### src/rtl/miss_stall_pkg.sv
package miss_stall_pkg;

    typedef enum logic [2:0] {
        ST_IDLE    = 3'd0,
        ST_RUN     = 3'd1,
        ST_IWAIT   = 3'd2,
        ST_IRESUME = 3'd3,
        ST_DWAIT   = 3'd4,
        ST_PARKED  = 3'd5
    } run_state_e;

    localparam int unsigned NUM_KINDS = 2;
    localparam int unsigned KIND_INSN = 0;
    localparam int unsigned KIND_DATA = 1;

endpackage

### src/rtl/miss_stall_fsm.sv
module miss_stall_fsm
    import miss_stall_pkg::*;
(
    input  logic       clk,
    input  logic       rst_n,
    input  logic       tick_en,
    input  logic       act_req,
    input  logic       susp_req,
    input  logic       swout_req,
    input  logic       ic_miss,
    input  logic       ic_evt,
    input  logic       dc_miss,
    input  logic       dc_evt,
    input  logic       done_pulse,
    output run_state_e state_q,
    output logic       advance,
    output logic       fetch_skip,
    output logic       span_start,
    output logic       span_step,
    output logic       commit_i,
    output logic       commit_d,
    output logic       err_flag
);

    run_state_e state_d;
    logic       err_q;
    logic       run_go;
    logic       imiss_take;
    logic       dmiss_take;
    logic       stray_done;

    // Qualified miss decisions used by both processes
    assign run_go     = (state_q == ST_RUN) && tick_en && !swout_req && !susp_req;
    assign imiss_take = run_go && ic_miss && ic_evt;
    assign dmiss_take = run_go && !(ic_miss && ic_evt) && dc_miss && dc_evt;

    // State register
    always_ff @(posedge clk) begin
        if (!rst_n) begin
            state_q <= ST_IDLE;
            err_q   <= 1'b0;
        end else begin
            state_q <= state_d;
            err_q   <= err_q | stray_done;
        end
    end

    // Next-state decision
    always_comb begin
        state_d = state_q;
        unique case (state_q)
            ST_IDLE: begin
                if (swout_req)    state_d = ST_PARKED;
                else if (act_req) state_d = ST_RUN;
            end
            ST_RUN: begin
                if (swout_req)       state_d = ST_PARKED;
                else if (susp_req)   state_d = ST_IDLE;
                else if (imiss_take) state_d = ST_IWAIT;
                else if (dmiss_take) state_d = ST_DWAIT;
            end
            ST_IWAIT: begin
                if (swout_req)       state_d = ST_PARKED;
                else if (done_pulse) state_d = ST_IRESUME;
            end
            ST_IRESUME: begin
                if (swout_req)    state_d = ST_PARKED;
                else if (tick_en) state_d = ST_RUN;
            end
            ST_DWAIT: begin
                if (swout_req)       state_d = ST_PARKED;
                else if (done_pulse) state_d = ST_RUN;
            end
            ST_PARKED: begin
                if (!swout_req && act_req) state_d = ST_RUN;
            end
            default: state_d = ST_IDLE;
        endcase
    end

    // Outputs
    always_comb begin
        advance    = 1'b0;
        fetch_skip = 1'b0;
        span_start = 1'b0;
        span_step  = 1'b0;
        commit_i   = 1'b0;
        commit_d   = 1'b0;
        stray_done = 1'b0;
        unique case (state_q)
            ST_IDLE: begin
                stray_done = done_pulse;
            end
            ST_RUN: begin
                stray_done = done_pulse;
                advance    = run_go && !imiss_take;
                span_start = imiss_take || dmiss_take;
            end
            ST_IWAIT: begin
                span_step = !done_pulse;
                commit_i  = done_pulse && !swout_req;
            end
            ST_IRESUME: begin
                stray_done = done_pulse;
                fetch_skip = 1'b1;
                advance    = tick_en && !swout_req;
            end
            ST_DWAIT: begin
                span_step = !done_pulse;
                commit_d  = done_pulse && !swout_req;
            end
            ST_PARKED: begin
                stray_done = 1'b0;
            end
            default: begin
                stray_done = 1'b0;
            end
        endcase
    end

    assign err_flag = err_q;


    imiss_to_wait_chk: assert property (@(posedge clk) disable iff (!rst_n)
        (state_q == ST_RUN && tick_en && !swout_req && !susp_req && ic_miss && ic_evt)
        |=> (state_q == ST_IWAIT));


    resume_to_run_chk: assert property (@(posedge clk) disable iff (!rst_n)
        (state_q == ST_IRESUME && tick_en && !swout_req) |=> (state_q == ST_RUN));


    park_on_swout_chk: assert property (@(posedge clk) disable iff (!rst_n)
        swout_req |=> (state_q == ST_PARKED));


    err_sticky_chk: assert property (@(posedge clk) disable iff (!rst_n)
        err_flag |=> err_flag);


    parked_done_quiet_chk: assert property (@(posedge clk) disable iff (!rst_n)
        (state_q == ST_PARKED && done_pulse && !err_flag) |=> !err_flag);


    stall_hold_chk: assert property (@(posedge clk) disable iff (!rst_n)
        (state_q == ST_DWAIT && !done_pulse && !swout_req) |=> (state_q == ST_DWAIT));

endmodule

### src/rtl/stall_span_counter.sv
module stall_span_counter #(
    parameter int unsigned CNT_W = 32
) (
    input  logic             clk,
    input  logic             rst_n,
    input  logic             start,
    input  logic             step,
    output logic [CNT_W-1:0] span
);

    localparam logic [CNT_W-1:0] SPAN_MAX = {CNT_W{1'b1}};
    localparam logic [CNT_W-1:0] SPAN_ONE = {{(CNT_W-1){1'b0}}, 1'b1};

    logic [CNT_W-1:0] span_q;

    // The miss cycle is the first stalled cycle, so a span opens at one
    always_ff @(posedge clk) begin
        if (!rst_n) begin
            span_q <= '0;
        end else if (start) begin
            span_q <= SPAN_ONE;
        end else if (step && span_q != SPAN_MAX) begin
            span_q <= span_q + SPAN_ONE;
        end
    end

    assign span = span_q;


    span_no_wrap_chk: assert property (@(posedge clk) disable iff (!rst_n)
        (step && !start && span_q == SPAN_MAX) |=> (span_q == SPAN_MAX));

endmodule

### src/rtl/stall_total_acc.sv
module stall_total_acc #(
    parameter int unsigned CNT_W = 32
) (
    input  logic             clk,
    input  logic             rst_n,
    input  logic             add_en,
    input  logic [CNT_W-1:0] add_val,
    output logic [CNT_W-1:0] total
);

    localparam logic [CNT_W-1:0] TOTAL_MAX = {CNT_W{1'b1}};

    logic [CNT_W-1:0] total_q;
    logic [CNT_W:0]   sum_wide;

    assign sum_wide = {1'b0, total_q} + {1'b0, add_val};

    always_ff @(posedge clk) begin
        if (!rst_n) begin
            total_q <= '0;
        end else if (add_en) begin
            total_q <= sum_wide[CNT_W] ? TOTAL_MAX : sum_wide[CNT_W-1:0];
        end
    end

    assign total = total_q;


    total_monotone_chk: assert property (@(posedge clk) disable iff (!rst_n)
        add_en |=> (total_q >= $past(total_q)));


    total_idle_chk: assert property (@(posedge clk) disable iff (!rst_n)
        !add_en |=> $stable(total_q));

endmodule

### src/rtl/miss_stall_ctrl.sv
module miss_stall_ctrl
    import miss_stall_pkg::*;
#(
    parameter int unsigned CNT_W = 32
) (
    input  logic             clk,
    input  logic             rst_n,
    input  logic             tick_en,
    input  logic             act_req,
    input  logic             susp_req,
    input  logic             swout_req,
    input  logic             ic_miss,
    input  logic             ic_evt,
    input  logic             dc_miss,
    input  logic             dc_evt,
    input  logic             done_pulse,
    output logic [2:0]       state_o,
    output logic             advance_o,
    output logic             fetch_skip_o,
    output logic [CNT_W-1:0] istall_o,
    output logic [CNT_W-1:0] dstall_o,
    output logic             err_o
);

    run_state_e       state_q;
    logic             span_start;
    logic             span_step;
    logic             commit_i;
    logic             commit_d;
    logic [CNT_W-1:0] span;
    logic [NUM_KINDS-1:0] commit_vec;
    logic [CNT_W-1:0] totals [NUM_KINDS];

    miss_stall_fsm u_fsm (
        .clk        (clk),
        .rst_n      (rst_n),
        .tick_en    (tick_en),
        .act_req    (act_req),
        .susp_req   (susp_req),
        .swout_req  (swout_req),
        .ic_miss    (ic_miss),
        .ic_evt     (ic_evt),
        .dc_miss    (dc_miss),
        .dc_evt     (dc_evt),
        .done_pulse (done_pulse),
        .state_q    (state_q),
        .advance    (advance_o),
        .fetch_skip (fetch_skip_o),
        .span_start (span_start),
        .span_step  (span_step),
        .commit_i   (commit_i),
        .commit_d   (commit_d),
        .err_flag   (err_o)
    );

    // One span counter serves both kinds: only one miss is ever outstanding
    stall_span_counter #(.CNT_W(CNT_W)) u_span (
        .clk   (clk),
        .rst_n (rst_n),
        .start (span_start),
        .step  (span_step),
        .span  (span)
    );

    assign commit_vec[KIND_INSN] = commit_i;
    assign commit_vec[KIND_DATA] = commit_d;

    for (genvar g = 0; g < NUM_KINDS; g++) begin : g_acc
        stall_total_acc #(.CNT_W(CNT_W)) u_acc (
            .clk     (clk),
            .rst_n   (rst_n),
            .add_en  (commit_vec[g]),
            .add_val (span),
            .total   (totals[g])
        );
    end

    assign istall_o = totals[KIND_INSN];
    assign dstall_o = totals[KIND_DATA];
    assign state_o  = state_q;


    single_commit_chk: assert property (@(posedge clk) disable iff (!rst_n)
        $countones(commit_vec) <= 1);

endmodule

### config.mk
export PLATFORM = sky130hd
export DESIGN_NAME = miss_stall_ctrl
export DESIGN_NICKNAME = d
export VERILOG_FILES = /design/src/rtl/miss_stall_pkg.sv /design/src/rtl/miss_stall_fsm.sv /design/src/rtl/stall_span_counter.sv /design/src/rtl/stall_total_acc.sv /design/src/rtl/miss_stall_ctrl.sv
export SDC_FILE = /design/constraint.sdc
export NUM_CORES = 1
export LEC_CHECK = 0
export BUFFER_PORTS_ARGS = -buffer_cell sky130_fd_sc_hd__buf_2
export CORE_UTILIZATION = 50
export DETAILED_ROUTE_END_ITERATION = 7
export GPL_ROUTABILITY_DRIVEN = 0
export MAX_ROUTING_LAYER = met4
export PLACE_DENSITY_LB_ADDON = 0.1
export SLEW_MARGIN = 20
export SYNTH_ARGS = -nofsm -noshare
export SYNTH_HDL_FRONTEND = slang
export SYNTH_SLANG_ARGS = --single-unit
### constraint.sdc
create_clock -name clk -period 2.42 [get_ports clk]
set_input_delay 0.484 -clock clk [delete_from_list [all_inputs] [get_ports clk]]
set_output_delay 0.484 -clock clk [all_outputs]
set_load 0.02 [all_outputs]
==> impl_summary.md, run 1 <==
Outcome
The flow ran to the end, but the final reports show violations. The checks that failed: negative setup slack.

Timing
The top achievable clock speed is 379 MHz. The worst setup margin is -0.219 ns. Across the routed clock network, the largest skew measured is 0.00665 ns.

Measured against its own limit, the worst slew margin works out to 0.687. The final number of hold-violating endpoints was 0. The number of max-slew violations in the final report is 0.

The routed design could run at a clock period as short as 2.64 ns. The setup violation total in the final timing report is 64. Setup repair after global routing could not meet its margin everywhere. The pin slew with the least headroom to its limit is 0.468 ns.

Across all hold checks on the routed design, the worst slack comes to 0.493 ns. The final critical-path share of the clock period is 1.09.

Yosys
Counting flops and latches in the post-synthesis netlist gives 100. The number of different library cells used by synthesis comes to 69. The synthesized design spends more area on one cell type than any other, namely dfxtp_1.

The share of the yosys chip area belonging to registers is 0.283. The number of synthesized flops with an enable pin is 0. Counting every net in the synthesized netlist gives 941. The number of warnings printed during yosys synthesis is 0. The async set or reset register ratio after synthesis is 0. Counting instances in the post-synthesis netlist gives the leading cell types as 107 x a21oi_1, 100 x dfxtp_1, 100 x o21ai_0. After synthesis the cells add up to 7060 um2. In the synthesized netlist, the number of instances is 863. The main flop type after synthesis is dfxtp_1. By area the synthesized netlist is led by dfxtp_1 28%, ha_1 12%, a21oi_1 7.6%. Among all cell types in the netlist, the one instantiated most often is a21oi_1. A synthesized cell averages 8.18 um2. The share of synthesized area in the top cell type comes to 0.283.

Floorplanning
The die covers 14600 um2. The starting utilization of the core area is 0.511. The placement row count is 43. After floorplanning, the core was sized to cover 13800 um2.

81 I/O pins were placed. The die span in y is 121 um. The die extent in x is 121 um.

Global route
The via count of the first global-routing pass is 6908. In the global route stage, met3 resource usage came out at 0.0310. For this run, the total global-route usage over all layers was measured as 0.295. The wire length of the first global-routing pass is 33400 um. The pin count of the biggest net entering global routing is 39. Summed over all layers, the global routing overflow is 0. The highest-utilization routing layer at the global route stage is met2. The initial antenna violation count is 0. For met2 alone, demand over resource in global routing was 0.502.

For met1 alone, demand over resource in global routing was 0.356.

Critical path
The setup check on the worst reg-to-reg path leaves a slack of -0.22 ns. The kind of critical path is register to register. Data on the critical path is required at its endpoint by 2.67 ns. The beginning of the worst register-to-register path is u_span.span[0]$_SDFFE_PN0P_. In this run the worst setup path terminates at g_acc[0].u_acc.total[31]$_SDFFE_PN0P_. The endpoint identified for the worst register-to-register timing path is g_acc[0].u_acc.total[31]$_SDFFE_PN0P_. For the worst setup path, the data arrival time is 2.89 ns.

STA classifies the critical path endpoint as a register. Along the worst path, the maximum fanout reaches 3. The kind of start point of the critical path is a register.

The worst setup path startpoint is u_span.span[0]$_SDFFE_PN0P_. For the worst flop-to-flop path, the logic depth is 11.

Final layout
The fraction of layout cells with a size suffix above 1 is 0.333. The number of antenna diodes in the final layout is 0. After the flow finishes, the layout carries non-filler instances totaling 1260. The layout has 1095 filler cells. Once layout is complete, the utilization of the core stands at 0.696. The area added between synthesis and finish is 36.4%. The net count of the finished layout is 1153.

Route
In the routed design, unresolved DRC markers number 0. After detailed routing, the number of vias per cell comes to 5.85. The count of TritonRoute iterations in the first routing pass is 5.

The via total after detailed routing is 7376. Summed over all layers, the routed wires come to 21100 um. The post-detailed-route count of antenna-violating nets is 0. The number of design-rule violations left by the first detailed-router iteration is 666. The detailed-route wire length per cell is 16.8 um.

CTS
The TritonCTS buffer count is 9. The longest clock path from root to sink contains 2 buffers. The clock-pin transition on the worst setup and hold timing paths is 0.07 ns. In this run the clock root is driven by a clkbuf_16. TritonCTS built the clock tree. The number of sinks handled by clock tree synthesis is 100.

The H-tree was split into 3 levels. Clock latency on the worst-skew pair, taken at its later pin, is 0.36 ns.

Placed design
In this run, placement finished with an instance count of 1229. The estimated wirelength of the detail-placed design is 15100 um. In this run the tool buffered the top-level ports with 80 buffer cells. OpenSTA, run right after detailed placement, puts the worst setup slack at -0.235 ns.

Pwr
Summed over all cells, the static leakage comes to 4.55 nW. The cell area power density is 395 nW/um2. IR analysis of the VDD net gives a maximum drop of 0.309 mV.

Job
The max-capacitance violation count is 0.

Worst hold path
The path type of the worst min-delay path is register to register.
registers in the layout, summed over array words and instances, names as in the netlist:
register           flops
u_span.span           32
g_acc.u_acc.total     64
u_fsm.state_q          3
u_fsm.err_flag         1
cells in the final DEF, fill, tap and decap left out, drive strengths merged, types with 18 or more instances in the layout:
master and n:
a21o 40, a21oi 109, buf 236, dfxtp 100
ha 65, inv 26, nand2 47, nand3 24
nand4 18, nor2 60, o21ai 104, xnor2 36
xor2 45
per-layer routing:
layer / share of wire / vias up
met5: 0 / -
met4: 0.028 / 0
met3: 0.042 / 41
met2: 0.50 / 216
met1: 0.43 / 3519
li1: - / 3600
layout make-up:
| type | count | area, um2 | area share |
|---|---|---|---|
| clock buffer | 11 | 264 | 0.0274 |
| clock inverter | 5 | 104 | 0.0108 |
| inverter | 25 | 93.8 | 0.00974 |
| multi-input combinational | 703 | 5270 | 0.547 |
| sequential | 100 | 2030 | 0.211 |
| tap | 180 | 225 | 0.0234 |
| timing repair buffer | 236 | 1640 | 0.170 |
what timing repair did:
item / in CTS / in global routing
pin swaps: 30 / 25
resized for setup: 44 / 40
hold buffers: 0 / 0
gates cloned: 1 / 0
setup buffers: 10 / 5
setup endpoints to repair: 69 / 74
cells by family after synthesis:
kind of cell,after synthesis,synth area share
AND/OR/NAND/NOR,217,0.160
buffers and inverters,61,0.0353
multiplexers,2,0.00283
XOR/XNOR,81,0.100
flip-flops,100,0.283
adder cells (fa/ha/maj),67,0.121
AO/OA/AOI/OAI,335,0.297
stage by stage:
step	cell area [um2]	power [mW]	setup TNS, ns
after floorplan	7160	1.92	-0.0211
after CTS	9410	3.81	-4.57
after global placement	8740	2.03	-7.32
final	9630	3.80	-7.17
after global routing	9630	3.92	-14.29
after detailed placement	8740	2.04	-9.06
power by group:
group	internal, mW	switching [mW]
logic	0.134	0.188
registers	1.67	0.0273
clock network	1.10	0.675
total	2.91	0.890
how the worst min path moves through the flow:
stage,startpoint,to,slack [ns],cells after the start
after floorplan,u_span.span[31]$_SDFFE_PP0P_,u_span.span[31]$_SDFFE_PP0P_,0.49,2
after global placement,u_fsm.err_flag$_SDFF_PN0_,u_fsm.err_flag$_SDFF_PN0_,0.47,2
after detailed placement,u_fsm.err_flag$_SDFF_PN0_,u_fsm.err_flag$_SDFF_PN0_,0.48,2
after CTS,u_fsm.err_flag$_SDFF_PN0_,u_fsm.err_flag$_SDFF_PN0_,0.50,2
after global routing,u_fsm.err_flag$_SDFF_PN0_,u_fsm.err_flag$_SDFF_PN0_,0.54,2
final,u_fsm.err_flag$_SDFF_PN0_,u_fsm.err_flag$_SDFF_PN0_,0.49,2
worst max-delay path, stage by stage, from the launching register on:
cell and delay (ns):
dfxtp_4 0.36, ha_2 0.20, buf_4 0.14, a211oi_2 0.22, nor2_1 0.08, o31a_1 0.28
o21a_2 0.26, o311ai_4 0.28, o21ai_2 0.13, a311oi_2 0.32, xnor2_1 0.16, a21oi_1 0.08
Power figures use the tool's default switching activity.
==> inputs of run 2 (changes only) <==
--- a/config.mk
+++ b/config.mk
@@ -14,4 +14,5 @@
 export SLEW_MARGIN = 20
 export SYNTH_ARGS = -nofsm -noshare
 export SYNTH_HDL_FRONTEND = slang
+export SYNTH_HIERARCHICAL = 1
 export SYNTH_SLANG_ARGS = --single-unit
==> run 2 against run 1 <==
  * The run ends with design-rule violations, negative setup slack left
  * First-iteration DRC count down 35%
  * Count of clock-buffer cells in the layout shrank 1
  * Combinational power increased by 16%
  * Sequential power hardly changed
  * Via count is 2.8% higher
  * Wire length is 4.3% higher
  * Flip-flop and latch count unchanged
  * Clock skew rose by 0.0036 ns
  * Critical endpoint is now g_acc[0].u_acc/total[2]$_SDFFE_PN0P_
  * Largest power group is now sequential cells
==> impl_summary.md, run 2 <==
Yosys
The post-synthesis net count is 981. For this run, the leading register cell type out of synthesis is dfxtp_1. By count the netlist is led by 118 x a21oi_1, 100 x dfxtp_1, 98 x o21ai_0. Sorting the synthesized cells by area gives the leading types as dfxtp_1 26%, ha_1 11%, a21oi_1 7.8%. The share of synthesized area in the top cell type comes to 0.264. Of the synthesized area, sequential elements account for 0.264. After technology mapping, the gate count stands at 903. The number of synthesized register bits is 100.

After synthesis, the netlist uses 64 different library cells. Yosys instantiated no cell more often than a21oi_1. The number of synthesized flops with an enable pin is 0.

The async set or reset register ratio after synthesis is 0. dfxtp_1 takes more of the synthesized area than any other cell. For this run, the number of Yosys warnings is 6. Averaged over all synthesized cells, the footprint is 8.40 um2. The post-synthesis cell area is 7590 um2.

CTS
The CTS tree is built. The number of H-tree levels is 3. The clock insertion delay at the later pin of the skew report is 0.35 ns.

The clock passes through at most 2 buffers. The number of sinks handled by clock tree synthesis is 100. The number of hold buffers added after cts is 0. The root buffer cell chosen for the clock tree is clkbuf_16. The clock-pin transition on the worst setup and hold timing paths is 0.08 ns. Buffers inserted during clock tree synthesis total 9.

Critical path
The combined buffer and inverter count along the critical path is 1. The critical-path maximum fanout is 6. The required time at the worst-slack endpoint is 2.71 ns. The dominant cell type by count on the critical path is a21oi_2. STA classifies the critical path startpoint as a register. The worst endpoint data arrival time is 3.12 ns. The signal on the critical path passes through ha_4 > fa_2 > a21o_1 > a21oi_2 > o211ai_1 > a21oi_2 > a2111oi_4 > nor2b_2 > o41a_1 > o21a_4 > clkbuf_16 > a21oi_2.

The dominant delay contributor by cell family on the critical path is compound AO/OA/AOI/OAI gates. The delay of the slowest cell on the worst path is 0.40 ns. The critical path in this run is classified as register to register. The kind of end point of the critical path is a register.

The cell at the slowest stage of the critical path is a2111oi_4.

Route
The routed layout has 7586 vias. The first detailed-routing pass took 8 iterations. In the routed design, unresolved DRC markers number 4. After detailed routing, the total wire length is 22100 um. The detailed-route wire length per cell is 16.7 um. The number of design-rule violations left by the first detailed-router iteration is 433. The post-detailed-route count of antenna-violating nets is 0. Using the TritonRoute via totals, the vias-per-cell ratio works out to 5.75.

Global route
Entering global routing, the biggest net connects 43 pins. The via count of the first global-routing pass is 6947. The initial antenna violation count is 0. The wire length of the first global-routing pass is 34500 um. Across every metal layer, demand over resource in global routing totals 0.280. The total overflow left after global routing is 0.

Outcome
The run finished, with violations left. The final reports fail on design-rule violations, negative setup slack.

Final layout
The net count of the finished layout is 1208. 0 antenna diodes ended up in the layout. In the layout the commonest cells are 171 x buf_4, 95 x o21ai_0, 92 x dfxtp_1. Registers take 2020 um2. After the flow finishes, the layout carries non-filler instances totaling 1319. The leading cell type in the layout, fill and taps excluded is buf_4. The number of flip-flops under the largest register name is 64. After filler insertion, the fill cell instance count of the layout stands at 1264.

After routing the design area is 10100 um2. Of the cells placed in the final design, the portion with a size suffix greater than 1 is 0.349. From synthesis to final layout, the design area changed by 33.0%. The area of the multi-input gates is 5570 um2.

Timing
The pin slew with the least headroom to its limit is 0.850 ns. Between clock sinks in the finished design, the worst skew comes to 0.0102 ns. The total negative slack is -22.63 ns. The top achievable clock speed is 354 MHz. The time the final worst path needs with I/O delays and setup is 2.83 ns. The worst setup margin is -0.409 ns. Setup repair after global routing could not meet its margin everywhere. Headroom to the max-slew limit came out at 0.432.

The final number of hold-violating endpoints is 0. The number of max-slew violations in the final report came to 0. The final critical-path share of the clock period is 1.17. The setup violation total in the final timing report is 64.

Placed design
The HPWL after detailed placement is 16000 um. The count of buffers from port buffering is 80. The number of cells in the design after placement is 1288. The pre-CTS worst setup slack is -0.368 ns. After detailed placement, the total cell area comes to 9340 um2.

Floorplanning
The placeable core area is 14600 um2. The die covers 15700 um2. In this run the count of I/O pins placed on the die edge is 81.

The starting utilization of the core area is 0.518. The floorplan step set the die height to 125 um. The die extent in x is 125 um. The placement row count is 44.

Worst hold path
The path type of the worst min-delay path is input port to register.

Pwr
Across the VDD grid, the largest voltage drop is 0.386 mV. The cell area power density is 354 nW/um2. The leakage power is 4.57 nW. The total power draw is 3.57 mW.

Job
Max-cap violations in this run came to 0.
==> run 2: changes by cell type in the layout (fill, tap and decap cells not counted), moves of 12 or more <==
cell,delta
buf_4,+24
a21oi_4,+20
xor2_1,-21
o211ai_1,+13
dfxtp_2,-12
a21oi_2,+22
inv_1,-13
nor2_1,-16
==> run 2: kinds of logic (layout without fill, tap and decap cells) <==
group / after synthesis / after routing / synth area share
AO/OA/AOI/OAI: 372 / 372 / 0.334
XOR/XNOR: 68 / 68 / 0.0785
adder cells (fa/ha/maj): 67 / 67 / 0.112
buffers and inverters: 60 / 292 / 0.0422
flip-flops: 100 / 100 / 0.264
multiplexers: 5 / 5 / 0.00709
AND/OR/NAND/NOR: 231 / 231 / 0.162
==> run 2: area by class of cell <==
cell class | count | share of cell area
clock buffers | 10 | 0.0227
clock inverters | 6 | 0.00707
inverters | 12 | 0.00447
multi-input cells | 743 | 0.553
flip-flops and latches | 100 | 0.200
well taps | 184 | 0.0228
repair buffers | 264 | 0.190
==> run 2: worst paths after layout <==
kind / start / end / slack [ns] / cells past startpoint
max: u_span/span[0]$_SDFFE_PN0P_ / g_acc[0].u_acc/total[2]$_SDFFE_PN0P_ / -0.41 / 12
min: swout_req / u_fsm/state_q[1]$_SDFFE_PN0P_ / 0.41 / 2
max reg2reg: u_span/span[0]$_SDFFE_PN0P_ / g_acc[0].u_acc/total[2]$_SDFFE_PN0P_ / -0.41 / 12
min reg2reg: u_fsm/err_flag$_SDFF_PN0_ / u_fsm/err_flag$_SDFF_PN0_ / 0.51 / 2
==> run 2: worst register-to-register path: stages (launching register included) <==
cell       delay, ns
dfxtp_4         0.39
ha_4            0.14
fa_2            0.19
a21o_1          0.13
a21oi_2         0.06
o211ai_1        0.23
a21oi_2         0.12
a2111oi_4       0.40
nor2b_2         0.09
o41a_1          0.37
o21a_4          0.30
clkbuf_16       0.20
a21oi_2         0.12
==> run 2: metrics by stage <==
stage	hold slack, ns	utilization
2_1_floorplan	0.463	-
3_3_place_gp	0.481	0.638
3_5_place_dp	0.488	0.638
4_1_cts	0.397	0.665
5_1_grt	0.420	0.689
6_report	0.411	0.689
==> run 2: power breakdown <==
part	total, mW	switching (mW)	internal [mW]
registers	1.70	0.0254	1.67
logic	0.373	0.215	0.157
clock network	1.50	0.690	0.815
==> run 2: repair_timing <==
item | 4_1_cts | 5_1_grt
endpoints found under the setup margin | 64 | 67
gates resized for setup | 12 | 50
buffers inserted | 6 | 3
cloned | 0 | 6
pin swaps | 3 | 4
==> run 2: metal layers <==
metal / global-route usage / share of wire
met5: - / 0
met4: 0.0796 / 0.020
met3: 0.0372 / 0.038
met2: 0.461 / 0.48
met1: 0.357 / 0.47
